[src/rtl/lbm_pkg.sv]
package lbm_pkg;
  typedef enum logic [1:0] {
    PH_IDLE = 2'd0,
    PH_ADDR = 2'd1,
    PH_WAIT = 2'd2,
    PH_HELD = 2'd3
  } lbm_phase_e;
endpackage

[src/rtl/lbm_seq.sv]
module lbm_seq
  import lbm_pkg::*;
(
  input  logic       clk,
  input  logic       rst_n,
  input  logic       take,
  input  logic       boff,
  input  logic       rdy,
  input  logic       brdy,
  input  logic       last_beat,
  output lbm_phase_e phase,
  output logic       beat_done
);
  lbm_phase_e phase_d;

  // a beat completes only in a wait phase, and backoff cancels it
  assign beat_done = (phase == PH_WAIT) && !boff && (rdy || brdy);

  always_comb begin
    phase_d = phase;
    unique case (phase)
      PH_IDLE: if (take) phase_d = PH_ADDR;
      PH_ADDR: phase_d = boff ? PH_HELD : PH_WAIT;
      PH_WAIT: begin
        if (boff)                 phase_d = PH_HELD;
        else if (beat_done) begin
          if (last_beat)          phase_d = PH_IDLE;
          else if (rdy)           phase_d = PH_ADDR;  // plain ready wins
          else                    phase_d = PH_WAIT;
        end
      end
      PH_HELD: if (!boff) phase_d = PH_ADDR;
      default: phase_d = PH_IDLE;
    endcase
  end

  always_ff @(posedge clk or negedge rst_n) begin
    if (!rst_n) phase <= PH_IDLE;
    else        phase <= phase_d;
  end
endmodule

[src/rtl/lbm_beat_ctr.sv]
module lbm_beat_ctr #(
  parameter int AW    = 32,
  parameter int BEATS = 4,
  parameter int BEW   = 4,
  localparam int BW   = (BEATS > 1) ? $clog2(BEATS) : 1
) (
  input  logic          clk,
  input  logic          rst_n,
  input  logic          clear,
  input  logic          advance,
  input  logic          burst,
  input  logic [AW-1:0] base,
  output logic [BW-1:0] beat,
  output logic [AW-1:0] addr,
  output logic          last
);
  localparam logic [AW-1:0] ALIGN_MASK = ~AW'(BEW - 1);
  localparam int            SHIFT      = $clog2(BEW);

  assign last = !burst || (beat == BW'(BEATS - 1));
  assign addr = (base & ALIGN_MASK) + (AW'(beat) << SHIFT);

  always_ff @(posedge clk or negedge rst_n) begin
    if (!rst_n)       beat <= '0;
    else if (clear)   beat <= '0;
    else if (advance) beat <= beat + BW'(1);
  end
endmodule

[src/rtl/lbm_lane_dup.sv]
module lbm_lane_dup #(
  parameter int DW   = 32,
  localparam int BEW = DW / 8,
  localparam int HB  = BEW / 2,
  localparam int HW  = DW / 2
) (
  input  logic [BEW-1:0] be,
  input  logic [DW-1:0]  word,
  output logic [DW-1:0]  lanes
);
  always_comb begin
    if (be[BEW-1:HB] == '0)      lanes = {word[HW-1:0], word[HW-1:0]};
    else if (be[HB-1:0] == '0)   lanes = {word[DW-1:HW], word[DW-1:HW]};
    else                         lanes = word;
  end
endmodule

[src/rtl/lbus_burst_master.sv]
module lbus_burst_master
  import lbm_pkg::*;
#(
  parameter int AW    = 32,
  parameter int DW    = 32,
  parameter int BEATS = 4
) (
  input  logic                clk,
  input  logic                rst_n,
  input  logic                req_valid,
  output logic                req_ready,
  input  logic [AW-1:0]       req_addr,
  input  logic [DW/8-1:0]     req_be,
  input  logic [DW*BEATS-1:0] req_wdata,
  input  logic                req_write,
  input  logic                req_burst,
  output logic [AW-1:0]       bus_addr,
  output logic [DW/8-1:0]     bus_be,
  output logic [DW-1:0]       bus_dout,
  input  logic [DW-1:0]       bus_din,
  output logic                bus_oe,
  output logic                bus_ads,
  output logic                bus_dc,
  output logic                bus_wr,
  output logic                bus_blast,
  input  logic                bus_rdy,
  input  logic                bus_brdy,
  input  logic                bus_boff,
  output logic                rd_valid,
  output logic [DW-1:0]       rd_data,
  output logic                rd_last
);
  localparam int BEW = DW / 8;
  localparam int BW  = (BEATS > 1) ? $clog2(BEATS) : 1;

  lbm_phase_e          phase;
  logic                take, beat_done, last_beat;
  logic [AW-1:0]       addr_q, beat_addr;
  logic [BEW-1:0]      be_q;
  logic [DW*BEATS-1:0] wdata_q;
  logic                write_q, burst_q;
  logic [BW-1:0]       beat;
  logic [DW-1:0]       beat_word, lanes;
  logic                drive;

  assign req_ready = (phase == PH_IDLE) && !bus_boff;
  assign take      = req_valid && req_ready;

  always_ff @(posedge clk or negedge rst_n) begin
    if (!rst_n) begin
      addr_q  <= '0;
      be_q    <= '0;
      wdata_q <= '0;
      write_q <= 1'b0;
      burst_q <= 1'b0;
    end else if (take) begin
      addr_q  <= req_addr;
      be_q    <= req_be;
      wdata_q <= req_wdata;
      write_q <= req_write;
      burst_q <= req_burst;
    end
  end

  lbm_seq u_seq (
    .clk       (clk),
    .rst_n     (rst_n),
    .take      (take),
    .boff      (bus_boff),
    .rdy       (bus_rdy),
    .brdy      (bus_brdy),
    .last_beat (last_beat),
    .phase     (phase),
    .beat_done (beat_done)
  );

  lbm_beat_ctr #(.AW(AW), .BEATS(BEATS), .BEW(BEW)) u_ctr (
    .clk     (clk),
    .rst_n   (rst_n),
    .clear   (take),
    .advance (beat_done && !last_beat),
    .burst   (burst_q),
    .base    (addr_q),
    .beat    (beat),
    .addr    (beat_addr),
    .last    (last_beat)
  );

  always_comb begin
    beat_word = '0;
    for (int i = 0; i < BEATS; i++)
      if (beat == BW'(i)) beat_word = wdata_q[i*DW +: DW];
  end

  lbm_lane_dup #(.DW(DW)) u_dup (
    .be    (be_q),
    .word  (beat_word),
    .lanes (lanes)
  );

  assign drive = (phase == PH_ADDR) || (phase == PH_WAIT);

  always_comb begin
    bus_oe    = drive;
    bus_dc    = drive;
    bus_ads   = (phase == PH_ADDR);
    bus_addr  = drive ? beat_addr : '0;
    bus_be    = drive ? be_q : '0;
    bus_wr    = drive && write_q;
    bus_blast = drive && last_beat;
    bus_dout  = (drive && write_q) ? lanes : '0;
  end

  assign rd_valid = beat_done && !write_q;
  assign rd_data  = bus_din;
  assign rd_last  = rd_valid && last_beat;
endmodule

[config.mk]
export PLATFORM = sky130hd
export DESIGN_NAME = lbus_burst_master
export DESIGN_NICKNAME = d
export VERILOG_FILES = /design/src/rtl/lbm_pkg.sv /design/src/rtl/lbm_seq.sv /design/src/rtl/lbm_beat_ctr.sv /design/src/rtl/lbm_lane_dup.sv /design/src/rtl/lbus_burst_master.sv
export SDC_FILE = /design/constraint.sdc
export NUM_CORES = 1
export LEC_CHECK = 0
export BUFFER_PORTS_ARGS = -buffer_cell sky130_fd_sc_hd__buf_2
export CORE_MARGIN = 1.5
export CORE_UTILIZATION = 50
export CTS_CLUSTER_DIAMETER = 120
export DETAILED_ROUTE_END_ITERATION = 10
export HOLD_SLACK_MARGIN = 0.15
export PLACE_DENSITY = 0.84
export SETUP_SLACK_MARGIN = 0.05
export SYNTH_ARGS = -nofsm -noshare
export SYNTH_HDL_FRONTEND = slang
export SYNTH_SLANG_ARGS = --single-unit
[constraint.sdc]
create_clock -name clk -period 7.5 [get_ports clk]
set_input_delay 0.375 -clock clk [delete_from_list [all_inputs] [get_ports clk]]
set_output_delay 0.375 -clock clk [all_outputs]
set_load 0.01 [all_outputs]
* Word-level counts from Yosys, hierarchy flattened *
Index checks and enable logic that the tools add are counted.

word-level totals
  bits in registers = 170
  input port bits = 204
  word-level logic and storage cells = 59
  output and inout bits = 108

operators by class
  reduce and logical (&&, ||, !) cells = 22
  eq/ne operators = 9
  multiplexer cells = 19
  $add $sub $neg = 2

operators by type and width
  operator                                             number
  2-to-1 mux 32 bit                                    7
  adder 32 x 4 -> 32 bit                               1
  2-to-1 mux 16 bit                                    1
  2-to-1 mux 2 bit                                     8
  logical AND 1 bit                                    9
  equality test 2 bit, second input constant           4
  zero test 2 bit                                      4
  one-hot mux 2 bit (4 select lines)                   1
  equality test 2 x 1 -> 1 bit, second input constant  2
  zero test 1 bit                                      4
  2-to-1 mux 4 bit                                     1
  inequality test 2 bit, second input constant         2
  logical OR 1 bit                                     3
  inequality test 3 bit, second input constant         1
  AND reduction 3 bit                                  1
  adder 2 x 1 -> 2 bit, second input constant          1
  nonzero test 2 bit                                   1
  2-to-1 mux 1 bit                                     1

* Depth between registers and ports, before layout *
Gate-level depths: netlist of run 1.

  depth after elaboration = 8
  mapped depth = 9
  depth with buffers taken out = 7

* Hierarchy *
From an unflattened synthesis of run 1, not the netlist that was laid out.

second synthesis, totals
  cell total of the unflattened synthesis = 662
  area total of the unflattened synthesis = 9641.7 sq um

modules (own cells, without submodules)
  module             times used  area each (sq um)  cells an instance
  lbus_burst_master  1           8285.4             512
  lbm_beat_ctr       1           716.9              91
  lbm_lane_dup       1           431.7              37
  lbm_seq            1           207.7              22

* Worst setup path before layout of run 1 *
Ideal clock, no wire load.

  path kind = reg-to-output
  start point = register u_ctr.beat[0]
  end point = output port bus_addr[30]
  arrival time = 2600 ps
  cell stages (with the launch flop) = 9
  slack = 4525 ps
  data required time = 7125 ps
  buffers on the path = 1
  cell sequence = dfrtp_1 -> ha_1 -> inv_1 -> fa_1 -> nand3b_4 -> or4_4 -> buf_6 -> or4_1 -> a21oi_1

on the way
  longest elaborated chain between the ends = 2

ends and longest elaborated chain
  element                 line                      text
  start, declared         lbm_beat_ctr.sv:13        output logic [BW-1:0] beat,
  start signal, assigned  lbm_beat_ctr.sv:26        else if (advance) beat <= beat + BW'(1);
  adder 32 x 4 -> 32 bit  lbm_beat_ctr.sv:21        assign addr = (base & ALIGN_MASK) + (AW'(beat) << SHIFT);
  2-to-1 mux 32 bit       lbus_burst_master.sv:107  bus_addr = drive ? beat_addr : '0;
  end, declared           lbus_burst_master.sv:17   output logic [AW-1:0] bus_addr,

Every way passes these cells.

* Final worst setup path of run 1 *
  start point = register u_seq.phase[1]
  end point = output port bus_dout[29]

on the way
  longest elaborated chain between the ends = 4
  elaborated cells on any way between the ends = 5
  those cells by class = eq/ne: 2; mux: 1; reduce/logical: 2

ends and longest elaborated chain
  element                                                              line                      text
  start, declared                                                      lbm_seq.sv:11             output lbm_phase_e phase,
  start signal, assigned                                               lbm_seq.sv:39             else phase <= phase_d;
  equality test 2 x 1 -> 1 bit or equality test 2 bit (tied branches)  lbus_burst_master.sv:101  assign drive = (phase == PH_ADDR) || (phase == PH_WAIT);
  logical OR 1 bit (*)                                                 lbus_burst_master.sv:101
  logical AND 1 bit (*)                                                lbus_burst_master.sv:111  bus_dout = (drive && write_q) ? lanes : '0;
  2-to-1 mux 32 bit (*)                                                lbus_burst_master.sv:111
  end, declared                                                        lbus_burst_master.sv:19   output logic [DW-1:0] bus_dout,

Mark *: on every way between the ends. The rest lies on a longest branch, timed or not.

==> flow_summary.toml, run 1 <==
[worst_setup_path]
r2r_slack_ps = 4480
crit_arrival_ps = 3540
required_ps = 7120
r2r-end = "wdata_q[99]"
reg2reg_from = "u_seq.phase[0]"
criticalPathCategory = "flop to primary output"
cp-end-kind = "primary output"
r2r_cells = 6
crit_fanout = 33
cp-start-kind = "flop"

[cells_and_area]
fin_cells = 1310
fin_area_um2 = 10700
areaGrowthSynthToFinish_pct = 19.7
final_cell_mix = "buf_2 (242), dfrtp_1 (168), mux2_2 (127), a21oi_1 (112), nand2_1 (96)"
layout.nets = 1286
drive_above_1_share_pct = 38.7
layout_commonest_cell = "buf_2"

[clock_network]
post_cts_buffers = 0
cts.sinks = 168
insertion_delay_ps = 430
htreeDepth = 4
clockBufferDepth = 2
cts_root_buf = "clkbuf_16"
clkSlewWorstSetupHoldPaths_ps = 70
ctsResizeCount = 0
tritoncts = "done"
cts_made_buffers = 17

[logic_synthesis]
synth.distinct_cells = 46
avgSynthCellArea_um2 = 9.97
synthTopCellsByArea = "dfrtp_1 (47%), mux2_2 (16%), a21oi_1 (6.3%), o21ai_0 (4.3%), nand2_1 (4.0%)"
syn_area_um2 = 8940
ys_seq_area_share_pct = 47.0
async_reset_ff_share_pct = 100
synthFlopType = "dfrtp_1"
synth_edf_count = 0
synth_top_area_share_pct = 47.0
synth_cells = 897
ys_ff_latch = 168
yosysTopAreaCell = "dfrtp_1"
yosysWarnings = 0

[timing]
max_freq_mhz = 256
rsz0062_at_grt = "no"
period_minus_slack_ps = 3910
tns_ps = 0
slew_headroom_pct = 20.0
clock_skew_ps = 15.1
worst_slew_pin_slew_ps = 1200
hold_ws_ps = 158
hold_viol = 0
setup_viol = 0
maxSlewViolCount = 0
timing.final.crit_share_pct = 52.2

[detailed_routing]
drt_iter0_drc = 475
viasPerCell = 5.76
totalWireLength_um = 24600
vias = 7552
postRouteAntennaNets = 0
wl_per_cell_um = 18.8
first_pass_iters = 6
drc = 0

[grt]
grt_overflow = 0
track_usage_pct = 26.6
grt_start_max_net_pins = 100
antenna_found_initial = 2
first_global_vias = 7249
grt_pass1_wl_um = 37800

[power_and_ir_drop]
p_leak_uw = 0.00490
ir_drop_mv = 0.226
p_clk_share_pct = 20.7
internal_power_uw = 2790
p_per_area_nw_per_um2 = 433
switchingPower_uw = 1850
swShare_pct = 39.9
pwr-share-comb_pct = 43.5
seqPwrFrac_pct = 35.7

[run]
maxCapViolCount = 0

[placed_design]
dp_cells = 1269
hpwl_um = 17300
gp_congestion = 0.888
io_buffers = 243
placed_area_um2 = 9970

[min_path]
whs_endpoint = "wdata_q[87]"
min_from = "req_wdata[87]"
min_path_cells = 3
hp-class = "input port to flop"

[floorplan]
boundaryPins = 312
core_um2 = 17400
start_util_pct = 51.5
die_area_um2 = 18700
rows = 48
die_w_um = 137
fp.dieH_um = 137

[outcome]
status = "finished, final reports clean"
## cell usage after synthesis (9+ instances only)
master / number
dfrtp_1: 168
mux2_2: 127
a21oi_1: 112
nand2_1: 96
o21ai_0: 77
clkbuf_1: 51
inv_1: 44
buf_4: 35
a221oi_1: 32
a22oi_1: 16
nor2_1: 14
buf_2: 10
ha_1: 10
xnor2_1: 9
## how the worst max path moves through the flow
stage	start	endpoint	slack, ps	cells past startpoint
finish	u_seq.phase[1]	bus_dout[29]	3590	5
global placement	u_seq.phase[1]	bus_dout[22]	4160	5
floorplan	u_ctr.beat[0]	bus_addr[30]	4530	8
global route	u_seq.phase[0]	bus_dout[29]	3430	5
detailed placement	u_seq.phase[1]	bus_dout[24]	4100	5
CTS	u_seq.phase[1]	bus_dout[24]	3630	5
## state kept, by name, summed over array words and instances, names as in the netlist
| name | flops |
|---|---|
| u_seq.phase | 2 |
| burst_q | 1 |
| addr_q | 30 |
| wdata_q | 128 |
| write_q | 1 |
| be_q | 4 |
| u_ctr.beat | 2 |
## repair_timing
| action | 4_1_cts | 5_1_grt |
|---|---|---|
| hold endpoints to repair | 105 | 0 |
| endpoints found under the setup margin | 0 | 0 |
| hold buffers | 8 | 0 |
## power by group through the flow
| stage | logic (uW) | registers [uW] | clock network, uW |
|---|---|---|---|
| floorplan | 1390 | 1570 | 0 |
| global placement | 1940 | 1640 | 0 |
| detailed placement | 2000 | 1660 | 0 |
| CTS | 2020 | 1650 | 978 |
| global route | 2220 | 1720 | 1010 |
| finish | 2020 | 1660 | 962 |
## per-stage QoR
stage          util, %  power (uW)  setup slack (ps)
4_1_cts           61.6        4640              3630
6_report          61.7        4640              3590
3_3_place_gp      57.5        3580              4160
2_1_floorplan        -        2960              4530
5_1_grt           61.7        4950              3430
3_5_place_dp      57.5        3660              4100
## cells by family after synthesis
logic type | Yosys count | synth area share [%]
flip-flops | 168 | 47.0
AND/OR/NAND/NOR | 172 | 9.28
adder cells (fa/ha/maj) | 11 | 1.62
AO/OA/AOI/OAI | 256 | 16.8
other | 1 | 0.0419
multiplexers | 129 | 16.2
XOR/XNOR | 11 | 1.08
buffers and inverters | 149 | 7.95
## layout make-up
| class | count | area (um^2) |
|---|---|---|
| repair buffers | 258 | 1360 |
| clock inverters | 13 | 205 |
| fillers | 1452 | 6650 |
| flip-flops and latches | 168 | 4200 |
| well taps | 225 | 282 |
| multi-input cells | 581 | 4050 |
| diodes | 2 | 5.00 |
| inverters | 45 | 169 |
| clock buffers | 18 | 439 |
## routing by layer
metal  vias up  track usage, %  part of all wire, %
li1       3498               -                    -
met4         0            12.0                  3.9
met2       336            43.6                   48
met5         -               0                    0
met1      3655            32.6                   40
met3        63            7.85                  8.5
## worst max-delay path: stages (launching register included)
cell,delay (ps)
dfrtp_1,400
inv_1,90
ha_1,740
nand2_1,870
a221oi_1,750
buf_2,240
No activity file was read; power rests on OpenSTA's default activity.
==> inputs of run 2 (changes only) <==
--- a/config.mk
+++ b/config.mk
@@ -7,11 +7,11 @@
 export LEC_CHECK = 0
 export BUFFER_PORTS_ARGS = -buffer_cell sky130_fd_sc_hd__buf_2
 export CORE_MARGIN = 1.5
-export CORE_UTILIZATION = 50
+export CORE_UTILIZATION = 46
 export CTS_CLUSTER_DIAMETER = 120
 export DETAILED_ROUTE_END_ITERATION = 10
 export HOLD_SLACK_MARGIN = 0.15
-export PLACE_DENSITY = 0.84
+export PLACE_DENSITY = 0.81
 export SETUP_SLACK_MARGIN = 0.05
 export SYNTH_ARGS = -nofsm -noshare
 export SYNTH_HDL_FRONTEND = slang
==> constraint.sdc (replaced) <==
create_clock -name clk -period 3.15 [get_ports clk]
set_input_delay 0.1575 -clock clk [delete_from_list [all_inputs] [get_ports clk]]
set_output_delay 0.1575 -clock clk [all_outputs]
set_load 0.01 [all_outputs]
==> run 2 against run 1 <==
Critical path type unchanged. Total power increased by 140%. Worst setup slack worse by 3600 ps. Die area rose by 8.5%. Critical path depth rose by 3. Via count is 15% higher. Sequential power rose by 140%. Hold slack gained 26 ps. Count of clock-buffer cells in the layout up 4.
==> flow_summary.toml, run 2 (synthesis results as in run 1) <==
[worst_setup_path]
crit_arrival_ps = 2960
cp-start-kind = "flop"
critical-path-slowest-cell = "or4_4"
required_ps = 2990
criticalPathCategory = "flop to primary output"
r2r-end = "addr_q[23]"
reg2reg_from = "u_seq.phase[1]"
r2r_slack_ps = 820
crit_chain = "ha_4, inv_2, fa_2, nand3b_4, or4_4, or4_1, a21oi_1, buf_2"
crit_fanout = 6
slowest_delay_ps = 610
r2r_cells = 6
cp-end-kind = "primary output"

[min_path]
min_from = "req_valid"
min_path_cells = 4
hp-class = "input port to flop"
whs_endpoint = "u_seq.phase[1]"

[cells_and_area]
final_cell_mix = "buf_2 (242), dfrtp_1 (166), dlygate4sd3_1 (165), mux2_2 (127), a21oi_1 (110)"
areaGrowthSynthToFinish_pct = 39.9
largest_register_ffs = 128
nFillCells = 1390
fin_area_um2 = 12500
regArea_um2 = 4210
layout.nets = 1465
top_regs = "wdata_q (128), addr_q (30), be_q (4)"
fin_util_pct = 66.2
regMostFlops = "wdata_q"
layout_commonest_cell = "buf_2"
drive_above_1_share_pct = 35.5
multi_input_area_um2 = 4100

[clock_network]
clockBufferDepth = 2
cts_made_buffers = 17
cts.sinks = 168
tritoncts = "done"
clkSlewWorstSetupHoldPaths_ps = 70
insertion_delay_ps = 430
htreeDepth = 4
cts_root_buf = "clkbuf_16"

[placed_design]
placed_area_um2 = 10100
io_buffers = 243
hpwl_um = 18100
gp_congestion = 0.886

[power_and_ir_drop]
power_uw = 11300
ir_drop_mv = 0.466
p_leak_uw = 0.00563
p_per_area_nw_per_um2 = 900

[run]
maxCapViolCount = 0

[timing]
slew_headroom_pct = 33.6
rsz0062_at_grt = "yes"
worst_slew_pin_slew_ps = 993
maxSlewViolCount = 0
max_freq_mhz = 321
timing.final.crit_share_pct = 98.9
hold_viol = 0
clock_skew_ps = 11.6
tns_ps = 0
setup_viol = 0
period_minus_slack_ps = 3110

[detailed_routing]
vias = 8656
drc = 0
totalWireLength_um = 29600
viasPerCell = 5.68
drt_iter0_drc = 681
postRouteAntennaNets = 0
first_pass_iters = 5
wl_per_cell_um = 19.4

[floorplan]
start_util_pct = 47.3
fp.dieH_um = 142
die_w_um = 142
rows = 50
core_um2 = 18900
die_area_um2 = 20300
boundaryPins = 312

[grt]
track_usage_pct = 29.1
first_global_vias = 8692
grt_start_max_net_pins = 86
grt_pass1_wl_um = 45300
grt_overflow = 0
antenna_found_initial = 2

[outcome]
status = "finished, final reports clean"
-- run 2: cell count changes in the layout (fill, tap and decap cells not counted), sizes merged, moves of 2 or more --
cell | previous run | this run
clkbuf | 18 | 22
clkinv | 1 | 3
inv | 52 | 50
bufinv | 4 | 0
buf | 250 | 271
dlygate4sd3 | 8 | 165
-- run 2: per-layer routing --
layer	part of all wire (%)	GRT usage, %	wire, um
met3	7.7	6.53	2270
met1	38	34.5	11400
met5	0	0	0
met2	50	49.5	14800
met4	4.2	15.3	1250
-- run 2: how the worst max path moves through the flow --
stage	start	to	slack, ps
3_5_place_dp	u_ctr.beat[0]	bus_addr[22]	250
2_1_floorplan	u_ctr.beat[0]	bus_addr[30]	390
6_report	u_ctr.beat[0]	bus_addr[22]	40
4_1_cts	u_ctr.beat[0]	bus_addr[22]	50
3_3_place_gp	u_ctr.beat[0]	bus_addr[26]	320
5_1_grt	u_ctr.beat[0]	bus_addr[22]	8
-- run 2: what timing repair did --
| item | 4_1_cts | 5_1_grt |
|---|---|---|
| setup buffers | 3 | 9 |
| hold endpoints to repair | 244 | 0 |
| pin swaps | 1 | 5 |
| cloned | 1 | 0 |
| hold buffers | 165 | 0 |
| gates resized for setup | 2 | 12 |
| endpoints found under the setup margin | 7 | 30 |
-- run 2: stage by stage --
stage	cells	hold WS [ps]	worst slack, ps
2_1_floorplan	898	-138	393
3_3_place_gp	1313	261	317
3_5_place_dp	1313	254	253
4_1_cts	1514	153	51.5
5_1_grt	1525	202	8.30
6_report	1525	184	35.1
-- run 2: power by group --
group	total [uW]	switching [uW]	internal, uW
combinational	5300	3010	2290
clock	1960	907	1050
sequential	4000	765	3240
total	11300	4690	6570
-- run 2: critical path: cells and delay by family (launching register included) --
| kind | cells | cell delay, ps |
|---|---|---|
| flip-flops | 1 | 410 |
| buffers and inverters | 2 | 180 |
| adder cells (fa/ha/maj) | 2 | 480 |
| AO/OA/AOI/OAI | 1 | 170 |
| AND/OR/NAND/NOR | 3 | 1310 |
-- run 2: final cells by class --
| class | count | area share (%) |
|---|---|---|
| timing repair buffer | 436 | 25.3 |
| inverter | 45 | 1.35 |
| clock inverter | 10 | 0.670 |
| clock buffer | 22 | 3.63 |
| tap | 260 | 2.60 |
| sequential | 168 | 33.6 |
| antenna | 2 | 0.0400 |
| multi-input combinational | 582 | 32.8 |
